`config.mk`:
```
export PLATFORM = sky130hd
export DESIGN_NAME = cbc_copro_ctrl
export DESIGN_NICKNAME = d
export VERILOG_FILES = /design/src/rtl/cbc_pkg.sv /design/src/rtl/cbc_rst_sync.sv /design/src/rtl/cbc_decode.sv /design/src/rtl/cbc_sync.sv /design/src/rtl/cbc_ctrl_reg.sv /design/src/rtl/cbc_copro_ctrl.sv
export SDC_FILE = /design/constraint.sdc
export NUM_CORES = 1
export LEC_CHECK = 0
export BUFFER_PORTS_ARGS = -buffer_cell sky130_fd_sc_hd__buf_2
export CORE_MARGIN = 3
export CORE_UTILIZATION = 34
export CTS_CLUSTER_SIZE = 14
export DETAILED_ROUTE_END_ITERATION = 16
export GPL_TIMING_DRIVEN = 0
export PLACE_DENSITY_LB_ADDON = 0.25
export SLEW_MARGIN = 5
export SYNTH_ARGS = -nofsm -noshare
export SYNTH_HDL_FRONTEND = slang
export SYNTH_SLANG_ARGS = --single-unit
```
`constraint.sdc`:
```
create_clock -name clk -period 1.68 [get_ports clk]
set_input_delay 0.336 -clock clk [delete_from_list [all_inputs] [get_ports clk]]
set_output_delay 0.336 -clock clk [all_outputs]
set_load 0.03 [all_outputs]
```
`src/rtl/cbc_pkg.sv`:
```
package cbc_pkg;
  localparam int DATA_W   = 8;
  localparam int CTRL_W   = 4;
  localparam int SYNC_W   = 2;
  localparam int BIT_ACK  = 6;
  localparam int BIT_D7   = 7;

  typedef struct packed {
    logic ram_own;
    logic busrq_n;
    logic irq_n;
    logic rst_n;
  } cbc_ctrl_t;

  localparam cbc_ctrl_t CTRL_RST = '{ram_own: 1'b0, busrq_n: 1'b1, irq_n: 1'b1, rst_n: 1'b0};
  localparam logic [SYNC_W-1:0] SYNC_RST = 2'b01;
endpackage

```
`src/rtl/cbc_rst_sync.sv`:
```
module cbc_rst_sync #(
  parameter int STAGES = 2
) (
  input  logic clk,
  input  logic rst_n,
  output logic rst_q
);
  logic [STAGES-1:0] chain_q;
  logic [STAGES-1:0] chain_d;

  always_comb chain_d = {chain_q[STAGES-2:0], 1'b1};

  always_ff @(posedge clk or negedge rst_n) begin
    if (!rst_n) chain_q <= '0;
    else        chain_q <= chain_d;
  end

  assign rst_q = chain_q[STAGES-1];
endmodule

```
`src/rtl/cbc_decode.sv`:
```
module cbc_decode #(
  parameter int                ADDR_W  = 16,
  parameter logic [ADDR_W-1:0] BASE    = 16'hD1F0,
  parameter int                ALIAS_W = 3
) (
  input  logic [ADDR_W-1:0] addr,
  output logic              hit
);
  localparam int              TAG_W = ADDR_W - ALIAS_W;
  localparam logic [TAG_W-1:0] TAG  = BASE[ADDR_W-1:ALIAS_W];

  always_comb hit = (addr[ADDR_W-1:ALIAS_W] == TAG);
endmodule

```
`src/rtl/cbc_sync.sv`:
```
module cbc_sync #(
  parameter int               WIDTH   = 2,
  parameter int               STAGES  = 2,
  parameter logic [WIDTH-1:0] RST_VAL = '0
) (
  input  logic             clk,
  input  logic             rst_n,
  input  logic [WIDTH-1:0] d,
  output logic [WIDTH-1:0] q
);
  logic [WIDTH-1:0] stage_q [STAGES];

  always_ff @(posedge clk or negedge rst_n) begin
    if (!rst_n) stage_q[0] <= RST_VAL;
    else        stage_q[0] <= d;
  end

  for (genvar s = 1; s < STAGES; s++) begin : g_stage
    always_ff @(posedge clk or negedge rst_n) begin
      if (!rst_n) stage_q[s] <= RST_VAL;
      else        stage_q[s] <= stage_q[s-1];
    end
  end

  assign q = stage_q[STAGES-1];
endmodule

```
`src/rtl/cbc_ctrl_reg.sv`:
```
module cbc_ctrl_reg
  import cbc_pkg::*;
(
  input  logic              clk,
  input  logic              rst_n,
  input  logic              wr_en,
  input  logic [DATA_W-1:0] wdata,
  output cbc_ctrl_t         ctrl
);
  cbc_ctrl_t ctrl_d;
  cbc_ctrl_t ctrl_q;

  always_comb begin
    ctrl_d = ctrl_q;
    if (wr_en) ctrl_d = cbc_ctrl_t'(wdata[CTRL_W-1:0]);
  end

  always_ff @(posedge clk or negedge rst_n) begin
    if (!rst_n)     ctrl_q <= CTRL_RST;
    else if (wr_en) ctrl_q <= ctrl_d;
  end

  assign ctrl = ctrl_q;
endmodule

```
`src/rtl/cbc_copro_ctrl.sv`:
```
module cbc_copro_ctrl
  import cbc_pkg::*;
#(
  parameter int                ADDR_W      = 16,
  parameter logic [ADDR_W-1:0] BASE        = 16'hD1F0,
  parameter int                ALIAS_W     = 3,
  parameter int                SYNC_STAGES = 2
) (
  input  logic              clk,
  input  logic              rst_n,
  input  logic [ADDR_W-1:0] bus_addr,
  input  logic              bus_wr,
  input  logic              bus_rd,
  input  logic [DATA_W-1:0] bus_wdata,
  output logic [DATA_W-1:0] bus_rdata,
  output logic              cop_rst_n,
  output logic              cop_irq_n,
  output logic              cop_busrq_n,
  input  logic              cop_busack_n,
  input  logic              cop_d7,
  output logic              ram_sel_n,
  output logic              host_ram_grant
);
  logic              rst_q;
  logic              hit;
  logic              wr_en;
  cbc_ctrl_t         ctrl;
  logic [SYNC_W-1:0] sync_q;
  logic              ack_s_n;
  logic              d7_s;

  cbc_rst_sync #(.STAGES(2)) u_rst (.clk(clk), .rst_n(rst_n), .rst_q(rst_q));

  cbc_decode #(.ADDR_W(ADDR_W), .BASE(BASE), .ALIAS_W(ALIAS_W)) u_dec (
    .addr(bus_addr), .hit(hit)
  );

  always_comb wr_en = bus_wr & hit;

  cbc_ctrl_reg u_reg (
    .clk(clk), .rst_n(rst_q), .wr_en(wr_en), .wdata(bus_wdata), .ctrl(ctrl)
  );

  cbc_sync #(.WIDTH(SYNC_W), .STAGES(SYNC_STAGES), .RST_VAL(SYNC_RST)) u_sync (
    .clk(clk), .rst_n(rst_q), .d({cop_d7, cop_busack_n}), .q(sync_q)
  );

  assign ack_s_n = sync_q[0];
  assign d7_s    = sync_q[1];

  always_comb begin
    bus_rdata = '0;
    if (bus_rd && hit) begin
      bus_rdata[CTRL_W-1:0] = ctrl;
      bus_rdata[BIT_ACK]    = ack_s_n;
      bus_rdata[BIT_D7]     = d7_s;
    end
  end

  assign cop_rst_n      = ctrl.rst_n;
  assign cop_irq_n      = ctrl.irq_n;
  assign cop_busrq_n    = ctrl.busrq_n;
  assign ram_sel_n      = ~ctrl.ram_own;
  assign host_ram_grant = ~ctrl.busrq_n & ~ack_s_n;
endmodule

```
==> metrics.md <==
| Metric | Value |
|---|---|
| Fillers | `111` |
| Clk Latency, worst-skew pair | `260 ps` |
| Total of warnings raised by yosys | `0` |
| Synth cell count leaders | `and2_1 (6), dfrtp_1 (6), dfstp_2 (4)` |
| Antenna cells | `0` |
| CP startpoint kind | `input pin` |
| Main synth FF type | `dfrtp_1` |
| Worst VDD drop | `460.5 uV` |
| Vias in the first global route | `401` |
| CTS Buffer Depth | `2` |
| Seq/Total Area, Yosys | `54.99%` |
| Final Setup Violations | `0` |
| Antenna violations before repair | `0` |
| Largest net degree at the start of global routing | `9` |
| HP Class | `reg -> async` |
| Share of flip-flops with an asynchronous set or reset | `100.0%` |
| P_leak | `0.3938 nW` |
| Root buffer cell | `clkbuf_4` |
| Critical path type | `in -> out` |
| Avg WL per Cell | `11.63 microns` |
| Antenna viol nets, final | `0` |
| Port bufs | `33` |
| Via count | `384` |
| Layout Cell Area excl Fill | `767.0 sq um` |
| Max-cap violations | `0` |
| Max Slew Vio Count | `0` |
| Crit path max fanout | `6` |
| Final WL | `1.023 mm` |
| CTS Sinks | `10` |
| Top cells by area, synth | `dfrtp_1 (32%), dfstp_2 (23%), and2_1 (8.1%)` |
| Dpl hpwl | `789 microns` |
| Core Area | `1186 sq um` |
| Fin Hold WS | `116.8 ps` |
| Starting DRT DRC Count | `0` |
| Worst EP arrival | `1340 ps` |
| Final hold viol count | `0` |
| Initial Utilization | `39.13%` |
| Synth cell types | `15` |
| Critical Path End Type | `primary output` |
| Top-Level Pins | `43` |
| Drt drc | `0` |
| Routability Congestion | `0.6310` |
| Final #Nets | `105` |
| P per Cell Area | `627.8 nW/um^2` |
| Die W | `42.95 microns` |
| Period Utilization, post-route | `99.82%` |
| Synth area leader | `dfrtp_1` |
| Share of cells above drive strength 1 | `67.57%` |
| Data required time of the worst path | `1340 ps` |
| Layout area overhead | `65.23%` |
| Reg clk slew, reported paths | `60 ps` |
| All-layer global routing usage | `11.88%` |
| Number of synthesized flops with an enable pin | `0` |
| Syn Area/Cell | `14.07 sq um` |
| Clock Skew | `9.448 ps` |
| DR pass1 iterations | `1` |
| RSZ-0062 raised after global routing | `true` |
| Die H | `42.95 microns` |
| CTS Buf Count | `3` |
| DIE AREA | `1845 sq um` |
| CTS tree | `built` |
| Seq cells post-synth | `10` |
| First-pass GRT wire length | `1.607 mm` |
| Cells after Synth | `33` |
| H-tree lvl count | `1` |
| Placed Area | `650.6 sq um` |
| Final core occ | `64.66%` |
| Top cell type's share of synthesized area | `32.35%` |
| Vias per Instance | `4.364` |
| Grt total ovfl | `0` |
| Final critical-path required period | `1677 ps` |
| Status | `complete, no violations` |
| Cell Rows | `12` |
| Mapped Area | `464.2 sq um` |
| Highest clock rate | `596.3 MHz` |
-- layout make-up --
| class | instances | area (sq um) | share of cell area, % |
|---|---|---|---|
| Sequential cell | 10 | 255.2 | 33.28 |
| Multi-Input combinational cell | 21 | 219.0 | 28.55 |
| Inverter | 1 | 3.754 | 0.4894 |
| Tap cell | 14 | 17.52 | 2.284 |
| Buffer | 2 | 15.01 | 1.958 |
| Timing Repair Buffer | 36 | 230.2 | 30.02 |
| Clock buffer | 4 | 26.28 | 3.426 |
-- metrics by stage --
stage	std cells	TNS [ps]	power (mW)	setup slack [ps]
floorplan	34	0	0.2818	74.07
finish	88	0	0.4815	3.012
global placement	81	-885.0	0.3109	-157.1
detailed placement	81	-857.4	0.3123	-148.0
global route	88	-309.7	0.5099	-65.83
CTS	87	-1.068	0.4852	-1.068
-- worst max-delay path: stages --
cell and delay [ps]:
buf_6 90, nand4bb_4 230, nor4_4 350, and2_1 200, buf_6 130
-- repair_timing --
action	in CTS	in global routing
gates cloned	0	0
resized for setup	9	5
buffers inserted	1	1
pin swaps	3	0
setup endpoints to repair	6	6
endpoints found under the hold margin	2	0
hold buffers	1	0
-- worst paths after layout --
path	slack (ps)	from	depth (start not counted)	endpoint
worst max-delay path	3	bus_addr[11]	5	bus_rdata[7]
worst min-delay path	120	u_rst.chain_q[1]	0	u_reg.ctrl[3]
worst max register to register	880	u_reg.ctrl[3]	1	u_reg.ctrl[3]
worst min register to register	120	u_rst.chain_q[1]	0	u_reg.ctrl[3]
max in group asynchronous	1200	rst_n	2	u_rst.chain_q[0]
min in group clk	180	cop_busack_n	1	u_sync.stage_q[2]
-- cell usage in the layout, fill, tap and decap left out --
| cell type | instances |
|---|---|
| dlygate4sd3_1 | 1 |
| clkbuf_4 | 3 |
| clkbuf_1 | 1 |
| mux2_1 | 2 |
| nor2_1 | 1 |
| nand4b_1 | 1 |
| conb_1 | 3 |
| dfstp_2 | 4 |
| mux2_2 | 2 |
| nand4bb_1 | 1 |
| nor4_4 | 2 |
| nand4bb_4 | 2 |
| buf_2 | 26 |
| and2_1 | 6 |
| buf_6 | 6 |
| dfrtp_1 | 6 |
| inv_1 | 1 |
| nand2_1 | 1 |
| buf_4 | 5 |
-- logic make-up after synthesis --
kind of cell | Yosys count | share of synthesized area, %
flip-flops | 10 | 54.99
other | 2 | 1.618
buffers and inverters | 3 | 4.041
AND/OR/NAND/NOR | 14 | 29.65
multiplexers | 4 | 9.703
-- layer usage --
layer  track usage (%)  up-vias  wire length, microns
met5                 0        -                     0
met4             7.229        0                    17
met3             2.542        2                   106
met2             23.35       21                   559
met1             10.55      170                   340
li1                  -      191                     -
-- sequential cells by signal (all words and copies together), names as in the netlist --
name            flops
u_sync.stage_q      2
u_sync.q            2
u_reg.ctrl          4
u_rst.chain_q       2
-- where the power goes --
part	switching [mW]	internal, mW	total (mW)
Clock	0.0722	0.0913	0.163
Combinational	0.0275	0.0350	0.0625
Sequential	0.00498	0.251	0.256
Note: power is estimated with default switching activity, not from simulation.
